### src/rtl/dma_seq_pkg.sv
package dma_seq_pkg;
  typedef enum logic [1:0] {
    SEQ_IDLE = 2'd0,
    SEQ_LOAD = 2'd1,
    SEQ_XFER = 2'd2,
    SEQ_END  = 2'd3
  } seq_state_t;
endpackage

### src/rtl/dma_width_pick.sv
module dma_width_pick #(
  parameter int CNT_W = 5
) (
  input  logic             addr_lsb,
  input  logic [CNT_W-1:0] rem,
  input  logic             byte_only,
  output logic             wide
);
  localparam logic [CNT_W-1:0] PAIR = CNT_W'(2);

  always_comb begin
    wide = !byte_only && !addr_lsb && (rem >= PAIR);
  end
endmodule

### src/rtl/dma_addr_step.sv
module dma_addr_step #(
  parameter int ADDR_W = 32,
  parameter int LO_W   = 8,
  parameter int CNT_W  = 5
) (
  input  logic [ADDR_W-1:0]      cur_addr,
  input  logic [CNT_W-1:0]       rem,
  input  logic                   wide,
  input  logic [ADDR_W-LO_W-1:0] page_lat,
  output logic [ADDR_W-1:0]      nxt_addr,
  output logic [CNT_W-1:0]       nxt_rem,
  output logic                   last,
  output logic                   page_cross
);
  always_comb begin
    nxt_addr   = cur_addr + (wide ? ADDR_W'(2) : ADDR_W'(1));
    nxt_rem    = rem - (wide ? CNT_W'(2) : CNT_W'(1));
    last       = (nxt_rem == '0);
    page_cross = (nxt_addr[ADDR_W-1:LO_W] != page_lat);
  end
endmodule

### src/rtl/dma_burst_ctrl.sv
module dma_burst_ctrl
  import dma_seq_pkg::*;
#(
  parameter int ADDR_W    = 32,
  parameter int LO_W      = 8,
  parameter int MAX_BYTES = 16,
  parameter int CNT_W     = 5
) (
  input  logic                   clk,
  input  logic                   rst_n,
  input  logic                   start,
  input  logic [ADDR_W-1:0]      start_addr,
  input  logic [CNT_W-1:0]       byte_count,
  input  logic                   force_byte,
  input  logic                   xfer_ready,
  input  logic                   wide,
  input  logic [ADDR_W-1:0]      nxt_addr,
  input  logic [CNT_W-1:0]       nxt_rem,
  input  logic                   last,
  input  logic                   page_cross,
  output logic [ADDR_W-1:0]      cur_addr,
  output logic [CNT_W-1:0]       rem,
  output logic                   byte_only,
  output logic [ADDR_W-LO_W-1:0] page_lat,
  output logic                   busy,
  output logic                   ld_stb,
  output logic                   xfer_valid,
  output logic                   done,
  output logic                   yield
);
  localparam logic [CNT_W-1:0] CAP = CNT_W'(MAX_BYTES);

  seq_state_t       state;
  logic             stop_yield;
  logic [CNT_W-1:0] cnt_cap;
  logic             fire;

  always_comb begin
    cnt_cap = (byte_count > CAP) ? CAP : byte_count;
    fire    = (state == SEQ_XFER) && xfer_ready;
  end

  always_ff @(posedge clk) begin
    if (!rst_n) begin
      state      <= SEQ_IDLE;
      cur_addr   <= '0;
      rem        <= '0;
      byte_only  <= 1'b0;
      page_lat   <= '0;
      stop_yield <= 1'b0;
    end else begin
      case (state)
        SEQ_IDLE: if (start) begin
          cur_addr   <= start_addr;
          rem        <= cnt_cap;
          byte_only  <= force_byte;
          page_lat   <= start_addr[ADDR_W-1:LO_W];
          stop_yield <= 1'b0;
          state      <= (cnt_cap == '0) ? SEQ_END : SEQ_LOAD;
        end
        SEQ_LOAD: state <= SEQ_XFER;
        SEQ_XFER: if (fire) begin
          cur_addr <= nxt_addr;
          rem      <= nxt_rem;
          if (last) begin
            state <= SEQ_END;
          end else if (page_cross) begin
            state      <= SEQ_END;
            stop_yield <= 1'b1;
          end
        end
        default: state <= SEQ_IDLE;
      endcase
    end
  end

  always_comb begin
    busy       = (state != SEQ_IDLE);
    ld_stb     = (state == SEQ_LOAD);
    xfer_valid = (state == SEQ_XFER);
    done       = (state == SEQ_END) && !stop_yield;
    yield      = (state == SEQ_END) && stop_yield;
  end

  AST_WIDE_EVEN: assert property (@(posedge clk) disable iff (!rst_n)
    xfer_valid && wide |-> !cur_addr[0] && (rem >= CNT_W'(2)));
  AST_FORCE_NARROW: assert property (@(posedge clk) disable iff (!rst_n)
    xfer_valid && byte_only |-> !wide);
  AST_STB_SINGLE: assert property (@(posedge clk) disable iff (!rst_n)
    ld_stb |=> !ld_stb && xfer_valid);
  AST_HOLD_OFFER: assert property (@(posedge clk) disable iff (!rst_n)
    xfer_valid && !xfer_ready |=> xfer_valid && $stable(cur_addr) && $stable(wide));
  AST_YIELD_CAUSE: assert property (@(posedge clk) disable iff (!rst_n)
    $rose(yield) |-> $past(page_cross && !last && xfer_ready));
  AST_DONE_IDLE: assert property (@(posedge clk) disable iff (!rst_n)
    done |=> !busy);
endmodule

### src/rtl/dma_burst_seq.sv
module dma_burst_seq #(
  parameter int ADDR_W    = 32,
  parameter int LO_W      = 8,
  parameter int MAX_BYTES = 16,
  parameter int CNT_W     = $clog2(MAX_BYTES + 1)
) (
  input  logic                   clk,
  input  logic                   rst_n,
  input  logic                   start,
  input  logic [ADDR_W-1:0]      start_addr,
  input  logic [CNT_W-1:0]       byte_count,
  input  logic                   force_byte,
  output logic                   busy,
  output logic                   ld_stb,
  output logic [ADDR_W-LO_W-1:0] upper_addr,
  output logic                   xfer_valid,
  input  logic                   xfer_ready,
  output logic [LO_W-1:0]        xfer_lo_addr,
  output logic                   xfer_wide,
  output logic                   done,
  output logic                   yield
);
  localparam int HI_W = ADDR_W - LO_W;

  logic [ADDR_W-1:0] cur_addr, nxt_addr;
  logic [CNT_W-1:0]  rem, nxt_rem;
  logic              byte_only, wide, last, page_cross;
  logic [HI_W-1:0]   page_lat;

  dma_width_pick #(.CNT_W(CNT_W)) u_pick (
    .addr_lsb (cur_addr[0]),
    .rem      (rem),
    .byte_only(byte_only),
    .wide     (wide)
  );

  dma_addr_step #(.ADDR_W(ADDR_W), .LO_W(LO_W), .CNT_W(CNT_W)) u_step (
    .cur_addr  (cur_addr),
    .rem       (rem),
    .wide      (wide),
    .page_lat  (page_lat),
    .nxt_addr  (nxt_addr),
    .nxt_rem   (nxt_rem),
    .last      (last),
    .page_cross(page_cross)
  );

  dma_burst_ctrl #(.ADDR_W(ADDR_W), .LO_W(LO_W), .MAX_BYTES(MAX_BYTES), .CNT_W(CNT_W)) u_ctrl (
    .clk       (clk),
    .rst_n     (rst_n),
    .start     (start),
    .start_addr(start_addr),
    .byte_count(byte_count),
    .force_byte(force_byte),
    .xfer_ready(xfer_ready),
    .wide      (wide),
    .nxt_addr  (nxt_addr),
    .nxt_rem   (nxt_rem),
    .last      (last),
    .page_cross(page_cross),
    .cur_addr  (cur_addr),
    .rem       (rem),
    .byte_only (byte_only),
    .page_lat  (page_lat),
    .busy      (busy),
    .ld_stb    (ld_stb),
    .xfer_valid(xfer_valid),
    .done      (done),
    .yield     (yield)
  );

  always_comb begin
    upper_addr   = page_lat;
    xfer_lo_addr = cur_addr[LO_W-1:0];
    xfer_wide    = wide;
  end
endmodule

### config.mk
export PLATFORM = sky130hd
export DESIGN_NAME = dma_burst_seq
export DESIGN_NICKNAME = d
export VERILOG_FILES = /design/src/rtl/dma_seq_pkg.sv /design/src/rtl/dma_width_pick.sv /design/src/rtl/dma_addr_step.sv /design/src/rtl/dma_burst_ctrl.sv /design/src/rtl/dma_burst_seq.sv
export SDC_FILE = /design/constraint.sdc
export NUM_CORES = 1
export LEC_CHECK = 0
export ABC_CLOCK_PERIOD_IN_PS = 4550
export BUFFER_PORTS_ARGS = -buffer_cell sky130_fd_sc_hd__buf_2
export CAP_MARGIN = 20
export CORE_AREA = 2 2 82 104
export DETAILED_ROUTE_END_ITERATION = 16
export DIE_AREA = 0 0 84 106
export PLACE_DENSITY = 0.8
export SLEW_MARGIN = 25
export SYNTH_ARGS = -nofsm -noshare
export SYNTH_HDL_FRONTEND = slang
export SYNTH_HIERARCHICAL = 1
export SYNTH_SLANG_ARGS = --single-unit
### constraint.sdc
create_clock -name clk -period 4.55 [get_ports clk]
set_input_delay 0.91 -clock clk [delete_from_list [all_inputs] [get_ports clk]]
set_output_delay 0.91 -clock clk [all_outputs]
set_load 0.005 [all_outputs]
==> flow_summary_export.csv, run 1 <==
group,metric,value,unit
outcome,status,"finished clean",
routing,vias_per_cell,6.17,
die,rows,37,
min_path,hold_path_depth,2,
pwr,switching_power,1.35,mW
die,io_pins,80,
synthesis,synth_edf_count,0,
routing,postRouteAntennaNets,0,
clock_tree,cts.sinks,65,
die,initial_utilization,55.4,%
sta,finalMaxSlewViolations,0,
pwr,switching_share,45.2,%
synthesis,synthArstFlopShare,0,%
pwr,power_frac_comb,50.9,%
pwr,intPower,1.65,mW
die,die-area,8900,um2
synthesis,syn_nets,582,
sta,fin_skew,0.00608,ns
min_path,hold_end,"u_ctrl/byte_only$_SDFFE_PN0P_",
clock_tree,cts_max_level,3,
place,gp_congestion,0.995,
worst_setup_path,rr_endpoint,"u_ctrl/state[1]$_SDFFE_PN0P_",
sta,finalHoldViolCount,0,
routing,vias,4262,
pwr,clkPwrFrac,15.0,%
global_route,antenna_found_initial,0,
place,dp_hpwl,8830,um
routing,dr.pass1.iters,6,
sta,tightest_slew,1.02,ns
cells_and_area,antenna-diode-count,0,
cells_and_area,drive_gt1_share,20.2,%
worst_setup_path,crit_required,4.84,ns
cells_and_area,nNetsFinal,642,
synthesis,ys_ff_latch,65,
pwr,p_seq_share,34.1,%
place,dpl.cell_count,673,
synthesis,synthFlopType,"dfxtp_1",
die,die_w,84,um
global_route,grt_start_max_net_pins,65,
place,numPortBuffers,79,
run,maxCapViolCount,0,
die,coreArea,8010,um2
worst_setup_path,endpoint_kind,"flip-flop",
sta,period_share,94.6,%
synthesis,syn_area,4430,um2
min_path,hold_class,"reg2reg",
worst_setup_path,ff2ff_path_depth,18,
worst_setup_path,reg2reg_slack,0.25,ns
cells_and_area,area_delta_synth_final,12.6,%
clock_tree,root_buffer,"clkbuf_8",
clock_tree,path_clk_slew,0.07,ns
synthesis,ys_seq_area_share,29.3,%
synthesis,netlist_instances,529,
clock_tree,cts_tree,"yes",
cells_and_area,nFillCells,740,
global_route,grt_use_total,28.8,%
global_route,grt_pass1_wl,20900,um
global_route,grt_pass1_vias,4181,
cells_and_area,final_cells,691,
pwr,leakage,2.00,nW
sta,setup_violations,0,
worst_setup_path,cp_max_fo,6,
worst_setup_path,rr_startpoint,"u_ctrl/rem[2]$_SDFFE_PN0P_",
routing,routed_wl,12600,um
place,post-place-ws,0.208,ns
worst_setup_path,crit_type,"reg2reg",
routing,drt_iter0_markers,362,
worst_setup_path,arrival,4.59,ns
clock_tree,hold_buffers,0,
sta,period_minus_slack,4.30,ns
global_route,overflow,0,
sta,setup_ws,0.245,ns
synthesis,ys.warnings.count,6,
routing,wire_per_inst,18.2,um
worst_setup_path,start_kind,"flip-flop",
synthesis,yosysUniqueCellTypes,61,
sta,fmax,232,MHz
pwr,ir_drop,422,uV
sta,relSlewSlack,31.9,%
synthesis,synth_area_per_cell,8.38,um2
clock_tree,cts_buffers,9,
pwr,powerDensity,601,nW/um2
routing,drcViolationCount,0,
die,die_h,106,um
min_path,hold_path.startpoint,"u_ctrl/byte_only$_SDFFE_PN0P_",
clock_tree,clockBufferDepth,2,
clock_tree,clock_latency,0.35,ns
how the worst max path moves through the flow:
| stage | start | end | slack, ns | cells past startpoint |
|---|---|---|---|---|
| after floorplan | u_ctrl/rem[2]$_SDFFE_PN0P_ | u_ctrl/state[1]$_SDFFE_PN0P_ | 0.83 | 15 |
| after global placement | u_ctrl/rem[2]$_SDFFE_PN0P_ | u_ctrl/state[1]$_SDFFE_PN0P_ | 0.35 | 16 |
| after detailed placement | u_ctrl/rem[2]$_SDFFE_PN0P_ | u_ctrl/state[1]$_SDFFE_PN0P_ | 0.21 | 14 |
| after CTS | u_ctrl/rem[2]$_SDFFE_PN0P_ | u_ctrl/state[1]$_SDFFE_PN0P_ | 0.17 | 16 |
| after global routing | u_ctrl/rem[2]$_SDFFE_PN0P_ | u_ctrl/state[1]$_SDFFE_PN0P_ | -0.05 | 18 |
| final | u_ctrl/rem[2]$_SDFFE_PN0P_ | u_ctrl/state[1]$_SDFFE_PN0P_ | 0.25 | 18 |
worst max-delay path, stage by stage (launching register included):
cell and delay, ns:
dfxtp_1 0.35, nor4_1 0.30, nor3_1 0.15, inv_1 0.17, ha_1 0.19, inv_1 0.05
fa_1 0.42, nand4b_1 0.22, buf_4 0.20, nor4_2 0.26, buf_4 0.22, nand4_1 0.20
o31a_1 0.34, nand4_2 0.11, nor4_2 0.06, nand3_1 0.13, o21ai_0 0.16, a2111oi_0 0.54
o2bb2ai_1 0.17
metal layers:
layer	track usage, %	wire length (um)	up-vias
met4	12.7	349	0
met3	3.57	639	31
met2	50.1	6340	174
li1	-	-	2041
met5	0	0	-
met1	35.7	5260	2016
registers in the layout, summed over array words and instances (netlist names):
register / cells
u_ctrl/cur_addr: 32
u_ctrl/page_lat: 24
u_ctrl/rem: 5
u_ctrl/state: 2
u_ctrl/byte_only: 1
u_ctrl/stop_yield: 1
synth_stat cells, types with 10 or more instances:
cell type  number  area (um2)
dfxtp_1        65        1300
clkbuf_1       14        52.6
buf_2          11        55.1
nand4_1        10        62.6
nor2_1         11        41.3
a211oi_1       38         285
mux2i_1        35         350
inv_1          17        63.8
nand2_1        67         251
nand3_1        17        85.1
xnor2_1        30         263
xor2_1         24         210
a21oi_1        69         345
layout by cell type (no fill, tap or decap), drive strengths merged, types with 2 or more instances in the layout:
cell type and instances:
nand2b 5, nor4 10, mux2 2, nor2 11, nand3 19, nand2 67
a22oi 3, ha 9, o21ai 2, a31oi 6, nor2b 7, a21oi 69
nand4 11, and3 6, fa 2, xnor2 30, clkinv 3, or4 3
nor3b 3, xor2 24, dfxtp 65, mux2i 35, a211oi 38, and4 7
xnor3 2, nor3 9, xor3 2, and2 3, clkbuf 13, o31ai 3
inv 18, buf 87, a31o 2
layout make-up:
class	instances	area [um2]	share of cell area (%)
Sequential cell	65	1300	26.1
Clock buffer	13	159	3.18
Tap cell	97	121	2.43
Clock inverter	3	15.0	0.301
Multi-Input combinational cell	408	2870	57.5
Inverter	18	70.1	1.40
Timing Repair Buffer	87	455	9.12
per-stage QoR:
step	util (%)	power, mW	TNS, ns	area [um2]	hold slack [ns]
2_1_floorplan	-	2.18	0	4430	0.436
3_3_place_gp	59.6	2.48	0	4770	0.452
3_5_place_dp	59.6	2.54	0	4780	0.463
4_1_cts	61.8	2.99	0	4950	0.472
5_1_grt	62.4	3.22	-0.0494	4990	0.507
6_report	62.4	3.00	0	4990	0.474
logic make-up after synthesis:
logic type      count (synthesis)  share of synthesized area, %
buf+inv                        56                          6.60
xor+xnor                       58                          12.8
compound gates                135                          19.2
fa+ha+maj                      11                          3.44
flops                          65                          29.3
mux                            37                          8.41
simple gates                  167                          20.3
power by group through the flow:
stage / registers, mW / logic, mW / clock network [mW]
after floorplan: 0.932 / 1.24 / 0
after global placement: 1.02 / 1.46 / 0
after detailed placement: 1.03 / 1.51 / 0
after CTS: 1.02 / 1.51 / 0.454
after global routing: 1.05 / 1.69 / 0.475
final: 1.02 / 1.53 / 0.450
timing repair:
item	4_1_cts	5_1_grt
resized for setup	0	4
endpoints found under the setup margin	0	2
buffers inserted	0	2
Note: power is estimated with default switching activity, not from simulation.
==> run 2: changes to the inputs <==
CORE_AREA = 2 2 104 131   (was 2 2 82 104)
DIE_AREA = 0 0 106 133   (was 0 0 84 106)
PLACE_DENSITY = 0.54   (was 0.8)
==> flow_summary_export.csv, run 2 (same netlist as run 1, synthesis figures left out) <==
group,metric,value,unit
outcome,status,"finished clean",
worst_setup_path,slowest_delay,0.43,ns
sta,tns,0,ns
cells_and_area,mostFrequentLayoutCell,"buf_2",
sta,relSlewSlack,32.8,%
clock_tree,cts.sinks,65,
clock_tree,clockBufferDepth,2,
clock_tree,clock_latency,0.33,ns
pwr,powerDensity,635,nW/um2
die,coreArea,13000,um2
die,die_h,133,um
cells_and_area,drive_gt1_share,20.7,%
sta,hold_slack,0.464,ns
sta,finalMaxSlewViolations,0,
run,maxCapViolCount,0,
routing,postRouteAntennaNets,0,
global_route,antenna_found_initial,0,
worst_setup_path,crit_buf_inv,3,
sta,fmax,235,MHz
worst_setup_path,arrival,4.47,ns
worst_setup_path,crit_path_top_delay_cell,"fa_1",
global_route,grt_start_max_net_pins,65,
clock_tree,root_buffer,"clkbuf_16",
die,rows,47,
place,post-place-ws,0.172,ns
place,dpl.cell_count,747,
worst_setup_path,endpoint_kind,"flip-flop",
cells_and_area,max_flop_register,"u_ctrl/cur_addr",
sta,setup_ws,0.301,ns
routing,vias_per_cell,5.42,
clock_tree,path_clk_slew,0.05,ns
place,postPlaceCellArea,4870,um2
die,io_pins,80,
sta,finalHoldViolCount,0,
sta,setup_violations,0,
routing,routed_wl,13400,um
cells_and_area,final_cell_mix,"79 x buf_2, 69 x a21oi_1, 67 x nand2_1, 65 x dfxtp_1, 38 x a211oi_1",
worst_setup_path,start_kind,"flip-flop",
sta,period_share,93.4,%
clock_tree,hold_buffers,0,
pwr,ir_drop,266,uV
worst_setup_path,crit_required,4.77,ns
place,dp_hpwl,9290,um
cells_and_area,final_cell_area,5230,um2
cells_and_area,reg_top3,"u_ctrl/cur_addr x32, u_ctrl/page_lat x24, u_ctrl/rem x5",
clock_tree,cts_buffers,9,
routing,wire_per_inst,17.5,um
sta,period_minus_slack,4.25,ns
worst_setup_path,crit_family,"simple AND/OR/NAND/NOR gates",
global_route,overflow,0,
cells_and_area,final_cells,764,
global_route,grt_pass1_wl,21500,um
die,die-area,14100,um2
global_route,grt_pass1_vias,4109,
worst_setup_path,crit_type,"reg2reg",
global_route,grt_use_total,19.3,%
worst_setup_path,cp_max_fo,12,
die,die_w,106,um
clock_tree,cts_tree,"yes",
cells_and_area,nNetsFinal,641,
clock_tree,cts_max_level,3,
pwr,total_power,3.32,mW
sta,tightest_slew,1.00,ns
cells_and_area,final_core_util,40.3,%
sta,fin_skew,0.00582,ns
cells_and_area,nFillCells,1357,
cells_and_area,antenna-diode-count,0,
worst_setup_path,crit_chain,"nor4_2 -> nor3_2 -> inv_1 -> ha_1 -> inv_1 -> fa_1 -> nand4b_1 -> nor4_1 -> buf_4 -> and4_1 -> mux2_2 -> nor3_1 -> and4_1 -> nand3_1 -> nor2b_1 -> nor4b_2 -> o221a_2",
place,gp_congestion,0.863,
min_path,hold_class,"reg2reg",
die,initial_utilization,34.1,%
cells_and_area,area_delta_synth_final,18.0,%
routing,drcViolationCount,0,
routing,drt_iter0_markers,239,
routing,dr.pass1.iters,4,
cells_and_area,largest_register_ffs,32,
place,numPortBuffers,79,
pwr,leakage,2.05,nW
routing,vias,4140,
==> run 2: worst register-to-register path: stages (launching register included) <==
cell      delay (ns)
dfxtp_1         0.36
nor4_2          0.31
nor3_2          0.10
inv_1           0.15
ha_1            0.20
inv_1           0.06
fa_1            0.43
nand4b_1        0.28
nor4_1          0.29
buf_4           0.24
and4_1          0.27
mux2_2          0.36
nor3_1          0.18
and4_1          0.21
nand3_1         0.17
nor2b_1         0.19
nor4b_2         0.06
o221a_2         0.28
==> run 2: area by class of cell <==
cell class / instances / area, um2 / area share [%]
flip-flops and latches: 65 / 1300 / 24.9
clock inverters: 5 / 77.6 / 1.48
repair buffers: 86 / 448 / 8.56
well taps: 171 / 214 / 4.09
multi-input cells: 408 / 2870 / 54.8
clock buffers: 11 / 253 / 4.83
inverters: 18 / 70.1 / 1.34
==> run 2: worst paths after layout <==
path	start	to	slack, ns	cells past startpoint
max	u_ctrl/rem[2]$_SDFFE_PN0P_	u_ctrl/stop_yield$_SDFFE_PN0P_	0.30	17
min	u_ctrl/byte_only$_SDFFE_PN0P_	u_ctrl/byte_only$_SDFFE_PN0P_	0.46	2
max reg2reg	u_ctrl/rem[2]$_SDFFE_PN0P_	u_ctrl/stop_yield$_SDFFE_PN0P_	0.30	17
min reg2reg	u_ctrl/byte_only$_SDFFE_PN0P_	u_ctrl/byte_only$_SDFFE_PN0P_	0.46	2
==> run 2: what timing repair did <==
item / in CTS / in global routing
gates resized for setup: 0 / 5
endpoints found under the setup margin: 0 / 3
setup buffers: 0 / 1
endpoints found under the hold margin: 0 / 0
==> run 2: per-layer routing <==
metal,vias up,GRT usage [%],part of all wire (%)
met3,16,3.55,4.4
met2,105,32.9,49
li1,2033,-,-
met1,1986,24.6,45
met4,0,6.21,1.6
met5,-,0,0
==> run 2: power breakdown <==
part           leakage [nW]  switching, mW  internal [mW]  total (mW)
registers             0.537          0.258          0.746        1.00
clock network         0.162          0.255          0.507       0.762
logic                  1.35          0.872          0.682        1.55
